==> src/rtl/intack_vector_pkg.sv <==
package intack_vector_pkg;
  localparam int BYTE_W  = 8;
  localparam int LEVEL_W = 3;
  localparam int SEQ_LEN = 3;
  localparam int POS_W   = $clog2(SEQ_LEN);

  typedef enum logic [POS_W-1:0] {
    POS_OPCODE = 2'd0,
    POS_ADDR_LO = 2'd1,
    POS_ADDR_HI = 2'd2
  } seq_pos_e;
endpackage

==> src/rtl/intack_seq_pos.sv <==
module intack_seq_pos
  import intack_vector_pkg::*;
(
  input  logic     clk,
  input  logic     rst,
  input  logic     adv_i,
  input  logic     hold_i,
  output seq_pos_e pos_o
);
  seq_pos_e pos_q;

  always_ff @(posedge clk) begin
    if (rst || hold_i) begin
      pos_q <= POS_OPCODE;
    end else if (adv_i) begin
      unique case (pos_q)
        POS_OPCODE:  pos_q <= POS_ADDR_LO;
        POS_ADDR_LO: pos_q <= POS_ADDR_HI;
        default:     pos_q <= POS_OPCODE;
      endcase
    end
  end

  assign pos_o = pos_q;
endmodule

==> src/rtl/intack_byte_fmt.sv <==
module intack_byte_fmt
  import intack_vector_pkg::*;
#(
  parameter logic [BYTE_W-1:0] CALL_OP = 8'hCD
) (
  input  seq_pos_e            pos_i,
  input  logic                cpu16_i,
  input  logic                step4_i,
  input  logic [LEVEL_W-1:0]  level_i,
  input  logic [BYTE_W-1:0]   addr_lo_i,
  input  logic [BYTE_W-1:0]   addr_hi_i,
  output logic [BYTE_W-1:0]   byte_o
);
  localparam int VEC_TOP_W = BYTE_W - LEVEL_W;

  logic [BYTE_W-1:0] lo_step4, lo_step8, vec16;

  always_comb begin
    lo_step4 = {addr_lo_i[BYTE_W-1 -: VEC_TOP_W-2], level_i, 2'b00};
    lo_step8 = {addr_lo_i[BYTE_W-1 -: VEC_TOP_W-3], level_i, 3'b000};
    vec16    = {addr_hi_i[BYTE_W-1 -: VEC_TOP_W], level_i};
  end

  always_comb begin
    if (cpu16_i) begin
      byte_o = vec16;
    end else begin
      unique case (pos_i)
        POS_OPCODE:  byte_o = CALL_OP;
        POS_ADDR_LO: byte_o = step4_i ? lo_step4 : lo_step8;
        default:     byte_o = addr_hi_i;
      endcase
    end
  end
endmodule

==> src/rtl/intack_vector_gen.sv <==
module intack_vector_gen
  import intack_vector_pkg::*;
#(
  parameter logic [BYTE_W-1:0] CALL_OP = 8'hCD
) (
  input  logic               clk,
  input  logic               rst,
  input  logic               ack_i,
  input  logic               cpu16_i,
  input  logic               step4_i,
  input  logic [LEVEL_W-1:0] level_i,
  input  logic [BYTE_W-1:0]  addr_lo_i,
  input  logic [BYTE_W-1:0]  addr_hi_i,
  output logic [BYTE_W-1:0]  bus_data_o,
  output logic               bus_en_o
);
  seq_pos_e          pos;
  logic [BYTE_W-1:0] next_byte;

  intack_seq_pos u_pos (
    .clk    (clk),
    .rst    (rst),
    .adv_i  (ack_i),
    .hold_i (cpu16_i),
    .pos_o  (pos)
  );

  intack_byte_fmt #(.CALL_OP(CALL_OP)) u_fmt (
    .pos_i     (pos),
    .cpu16_i   (cpu16_i),
    .step4_i   (step4_i),
    .level_i   (level_i),
    .addr_lo_i (addr_lo_i),
    .addr_hi_i (addr_hi_i),
    .byte_o    (next_byte)
  );

  always_ff @(posedge clk) begin
    if (rst) begin
      bus_data_o <= '0;
      bus_en_o   <= 1'b0;
    end else begin
      bus_en_o   <= ack_i;
      bus_data_o <= ack_i ? next_byte : '0;
    end
  end
endmodule

==> config.mk <==
export PLATFORM = sky130hd
export DESIGN_NAME = intack_vector_gen
export DESIGN_NICKNAME = d
export VERILOG_FILES = /design/src/rtl/intack_vector_pkg.sv /design/src/rtl/intack_seq_pos.sv /design/src/rtl/intack_byte_fmt.sv /design/src/rtl/intack_vector_gen.sv
export SDC_FILE = /design/constraint.sdc
export NUM_CORES = 1
export LEC_CHECK = 0
export ABC_AREA = 1
export CAP_MARGIN = 20
export CORE_MARGIN = 3
export CORE_UTILIZATION = 35
export CTS_CLUSTER_SIZE = 24
export DETAILED_ROUTE_END_ITERATION = 16
export GPL_TIMING_DRIVEN = 1
export PLACE_DENSITY = 0.77
export RECOVER_POWER = 100
export SKIP_LAST_GASP = 1
export SLEW_MARGIN = 0
export SYNTH_ARGS = -nofsm -noshare
export SYNTH_HDL_FRONTEND = slang
export SYNTH_SLANG_ARGS = --single-unit
==> constraint.sdc <==
create_clock -name clk -period 1.4 [get_ports clk]
set_input_delay 0.28 -clock clk [delete_from_list [all_inputs] [get_ports clk]]
set_output_delay 0.28 -clock clk [all_outputs]
set_load 0.03 [all_outputs]
; Yosys cells after proc, flatten, opt, wreduce, memory -nomap -nowiden
; Cells that the tools add are included.
[totals]
elab_cells = 12
n_memories = 0
ff_bits = 11
ram_bits = 0
output_inout_bits = 9
latchBits = 0
mem_bits_ro = 0
[classes]
reduce_logical = 3
mux = 4
div_mod_pow = 0
n_bitwise = 1
addsub = 0
n_lt_le_gt_ge = 0
shift = 0
n_mul = 0
n_eq_ne = 1
[op_table]
columns = cell, n
row1 = $pmux 8 s2, 1
row2 = $mux 8, 1
row3 = $mux 6, 1
row4 = $pmux 2 s2, 1
row5 = $eq 2x1->1 const B, 1
row6 = $logic_not 2->1, 1
row7 = $reduce_or 2->1, 1
row8 = $logic_or 1x1->1, 1
row9 = $not 1->1, 1

; Depth between registers and ports, before layout
[logic_depth]
depth_word = 3
depth_mapped = 5
ltp_nobuf = 5

; By module
; From an unflattened synthesis, not the netlist that was laid out.
[unflattened]
hier_cells = 92
hier_area_um2 = 565.5
[modules_own_cells]
columns = mod, area_per_inst_um2, seq_area_each_um2, n_inst, cells_each
row1 = intack_vector_gen, 259.0, 180.2, 1, 28
row2 = intack_byte_fmt, 217.7, 0.0, 1, 51
row3 = intack_seq_pos, 88.8, 40.0, 1, 13

; Worst setup path after synthesis
; Ideal clock, no wire load.
[synth_timing]
path_kind = register -> register
startpoint = register u_pos.pos_q[1], in the netlist u_pos.pos_o[1]
endpoint = register bus_data_o[2]
required_time_ps = 1284
setup_slack_ps = 531
t_arrival_ps = 753
stages_incl_launch_ff = 5
period_less_slack_ps = 869
setup_time_ps = 116
path_cell_list = dfxtp_1 > nor2_1 > nand2_2 > a21oi_2 > nor2_1
[synth_between]
elab_chain_len = 3
word_cells_on_any_way = 4
cone_classes = eq/ne: 1 / mux: 2 / reduce/logical: 1
[synth_lines]
columns = item, line_no
row1 = start: declaration, intack_seq_pos.sv:10  ; seq_pos_e pos_q;
row2 = start signal: assignment, intack_seq_pos.sv:14  ; pos_q <= POS_OPCODE;
row3 = start signal: assignment, intack_seq_pos.sv:17  ; POS_OPCODE: pos_q <= POS_ADDR_LO;
row4 = start signal: assignment, intack_seq_pos.sv:18  ; POS_ADDR_LO: pos_q <= POS_ADDR_HI;
row5 = $eq 2x1->1 or $logic_not 2->1 (tied branches), intack_byte_fmt.sv:28  ; unique case (pos_i)
row6 = $pmux 8 s2 (*), intack_byte_fmt.sv:28
row7 = $mux 8 (*), intack_byte_fmt.sv:25  ; if (cpu16_i) begin
row8 = end signal: assignment, intack_vector_gen.sv:44  ; bus_data_o <= ack_i ? next_byte : '0;
row9 = end: declaration, intack_vector_gen.sv:14  ; output logic [BYTE_W-1:0] bus_data_o,
; Mark *: on every way between the ends. The rest lies on a longest branch, timed or not.
; A chain may end at the register's enable or synchronous reset.

; Worst setup path after layout
[layout_timing]
startpoint = input port cpu16_i
endpoint = register bus_data_o[2]
[layout_between]
elab_chain_len = 1
[layout_lines]
columns = item, line_no
row1 = start: declaration, intack_vector_gen.sv:9  ; input logic cpu16_i,
row2 = $mux 8, intack_byte_fmt.sv:25
; No other way between the ends.

==> out/qor.txt <==
==========================================================================================
Average instance area after synthesis                                           7.033 um^2
Final critical delay including setup and external delays                          1.258 ns
Maximum number of pins on one net before global-route repair                             7
Post-synthesis cell type count                                                          13
Number of gates given a new drive strength after cts                                     9
Ant. Diodes                                                                              0
Number of nets in the final layout                                                     124
Instance count of the mapped netlist                                                    66
Status                                                                        finished, final reports clean
CTS root buffer                                                               sky130_fd_sc_hd__clkbuf_4
Half-perimeter wire length after detailed placement                               928.7 um
Flip-flop and latch count after synthesis                                               11
Path type of the worst min-delay path                                           reg -> reg
Maximum buffer depth of the clock tree                                                   2
Insertion delay to the later sink of the worst-skew pair                           0.26 ns
Max Cap Violations                                                                       0
Crit start category                                                              input pin
Least setup slack across all paths after layout                                  0.1420 ns
Iteration count of the initial detailed-routing pass                                     4
Skew final                                                                     0.002523 ns
Sequential area share after synthesis                                               47.44%
GRT Overall Usage                                                                   13.77%
Power, Total                                                                   0.0006890 W
Global-route wire length before repair                                             1904 um
Initial core utilization                                                            39.64%
Antenna violations before repair                                                         0
Die W                                                                             42.42 um
Ys Warns                                                                                 0
Number of buffers inserted by post-CTS setup repair                                      0
Sequence of cells on the critical path                                        dlygate4sd3_1 > nor2_1 > nand2_2 > a21oi_2 > nor2_1
Most common library cell in the layout ignoring fill and taps                 sky130_fd_sc_hd__nand2_1
Critical path's largest stage delay                                                0.61 ns
Post-place setup slack                                                         -0.02163 ns
CTS Buf Count                                                                            3
Setup repair after global routing missed its margin                                  false
Post-synthesis net count                                                                90
Max Freq                                                                         794.9 MHz
Num ports                                                                               33
Clock edge transition at the registers on the reported setup and hold paths        0.07 ns
Slew at the pin closest to its max-slew limit                                    0.3109 ns
Overflow after GRT                                                                       0
Final setup vio count                                                                    0
Worst EP required                                                                  1.55 ns
Arrival time at the worst endpoint                                                 1.41 ns
Area enclosed by the die boundary                                                1799 um^2
Remaining number of nets flagged by the antenna check after routing                      0
Cell Area, Synth                                                                464.2 um^2
CTS sink count                                                                          11
Worst setup EP type                                                              flip-flop
CTS Hold Buffers Added                                                                   0
Total Wirelength                                                                   1138 um
CP top delay family                                                           buffers and inverters
TritonCTS clock tree                                                                   yes
Bufs and invs on worst path                                                              1
Core outline area                                                                1171 um^2
Routed wire length per instance                                                   10.07 um
Final count of hold timing violations                                                    0
Area grow syn2layout                                                                67.39%
Count of input and output buffers                                                       27
Detailed Route Iter0 Violations                                                         17
Vias in the first global route                                                         445
Most used cells in the layout excluding fill and tap cells                    sky130_fd_sc_hd__nand2_1 (18), sky130_fd_sc_hd__clkdlybuf4s50_1 (17), sky130_fd_sc_hd__dfxtp_1 (11), sky130_fd_sc_hd__nor2_1 (10), sky130_fd_sc_hd__dlygate4sd2_1 (9)
Final hold slack                                                                 0.5316 ns
Pwr dens                                                                      886.8 nW/um^2
Chip height                                                                       42.42 um
Path type of the worst setup path                                                in -> reg
Final slew viol count                                                                    0
Worst Path Max Fanout                                                                    5
Htree depth                                                                              1
Reported leakage power                                                           0.3741 nW
Final total negative setup slack                                                      0 ns
Via total after detailed routing                                                       505
Final Wtd Congestion                                                                0.7705
Period utilisation layout                                                           89.86%
Detailed-route vias per instance                                                     4.469
Maximum ir drop on the vdd rail                                                   505.0 uV
DRC violations left                                                                      0
Row count                                                                               12
Critical Path Slowest Stage Cell                                              sky130_fd_sc_hd__dlygate4sd3_1
Most frequent cell on the critical path                                       sky130_fd_sc_hd__nor2_1
Worst slew slack as a fraction of its limit                                         79.36%
Share of cells above drive strength 1                                               11.11%
==========================================================================================
-- kinds of logic after synthesis --
family                 count (synthesis)  synth area share, %
AOI/OAI and AO/OA                     14                15.90
buffers and inverters                  8                6.739
DFF                                   11                47.44
and+or+nand+nor                       33                29.92
-- cells in the mapped netlist --
cell                       number  share of area (%)
sky130_fd_sc_hd__or2_0          1                1.3
sky130_fd_sc_hd__a21oi_1        7                7.5
sky130_fd_sc_hd__nand2_2        3                4.0
sky130_fd_sc_hd__dfxtp_1       11                 47
sky130_fd_sc_hd__inv_2          2                1.6
sky130_fd_sc_hd__inv_1          5                4.0
sky130_fd_sc_hd__nor2_1        10                8.1
sky130_fd_sc_hd__a21oi_2        1                1.9
sky130_fd_sc_hd__o21ai_0        6                6.5
sky130_fd_sc_hd__nand2_1       16                 13
sky130_fd_sc_hd__nand3_1        2                2.2
sky130_fd_sc_hd__clkinv_2       1                1.1
sky130_fd_sc_hd__nor2_2         1                1.3
-- worst reg2reg max path: stages, from the launching register on --
cell                      delay, ns
sky130_fd_sc_hd__dfxtp_1       0.36
sky130_fd_sc_hd__nor2_1        0.23
sky130_fd_sc_hd__nand2_2       0.12
sky130_fd_sc_hd__a21oi_2       0.12
sky130_fd_sc_hd__nor2_1        0.05
-- registers in the layout, summed over array words and instances, names as in the netlist --
register,count
bus_data_o,8
u_pos.pos_o,2
bus_en_o,1
-- layout make-up --
class	count	area (um^2)
Fill cell	116	394.1
Timing Repair Buffer	29	274.0
Sequential cell	11	220.2
Multi-Input combinational cell	47	207.7
Inverter	8	31.28
Clock buffer	4	26.28
Tap cell	14	17.52
-- worst paths after layout --
| path | start | cells after the start | to | slack (ns) |
|---|---|---|---|---|
| min reg2reg | u_pos.pos_o[0] | 2 | u_pos.pos_o[1] | 0.53 |
| min | u_pos.pos_o[0] | 2 | u_pos.pos_o[1] | 0.53 |
| max reg2reg | u_pos.pos_o[1] | 4 | bus_data_o[2] | 0.42 |
| max | cpu16_i | 5 | bus_data_o[2] | 0.14 |
-- metrics by stage --
step | instance area, um^2 | instances | utilization, %
detailed placement | 767.0 | 109 | 65.49
CTS | 782.0 | 113 | 66.77
floorplan | 464.2 | 66 | -
finish | 777.0 | 113 | 66.35
global placement | 767.0 | 109 | 65.49
global route | 777.0 | 113 | 66.35
-- report_power, final --
group	switching (W)	internal (W)	leakage [nW]	total [W]
Sequential	0.00000549	0.000327	0.0905	0.000333
Clock	0.000100	0.000110	0.0150	0.000210
Combinational	0.0000723	0.0000736	0.269	0.000146
Total	0.000178	0.000511	0.374	0.000689
-- routing by layer --
metal | track usage, % | vias up | share of wire, %
li1 | - | 274 | -
met1 | 18.60 | 207 | 49
met2 | 19.45 | 22 | 41
met3 | 3.863 | 2 | 9.0
met4 | 7.453 | 0 | 1.4
met5 | 0 | - | 0
No activity file was read; power rests on OpenSTA's default activity.
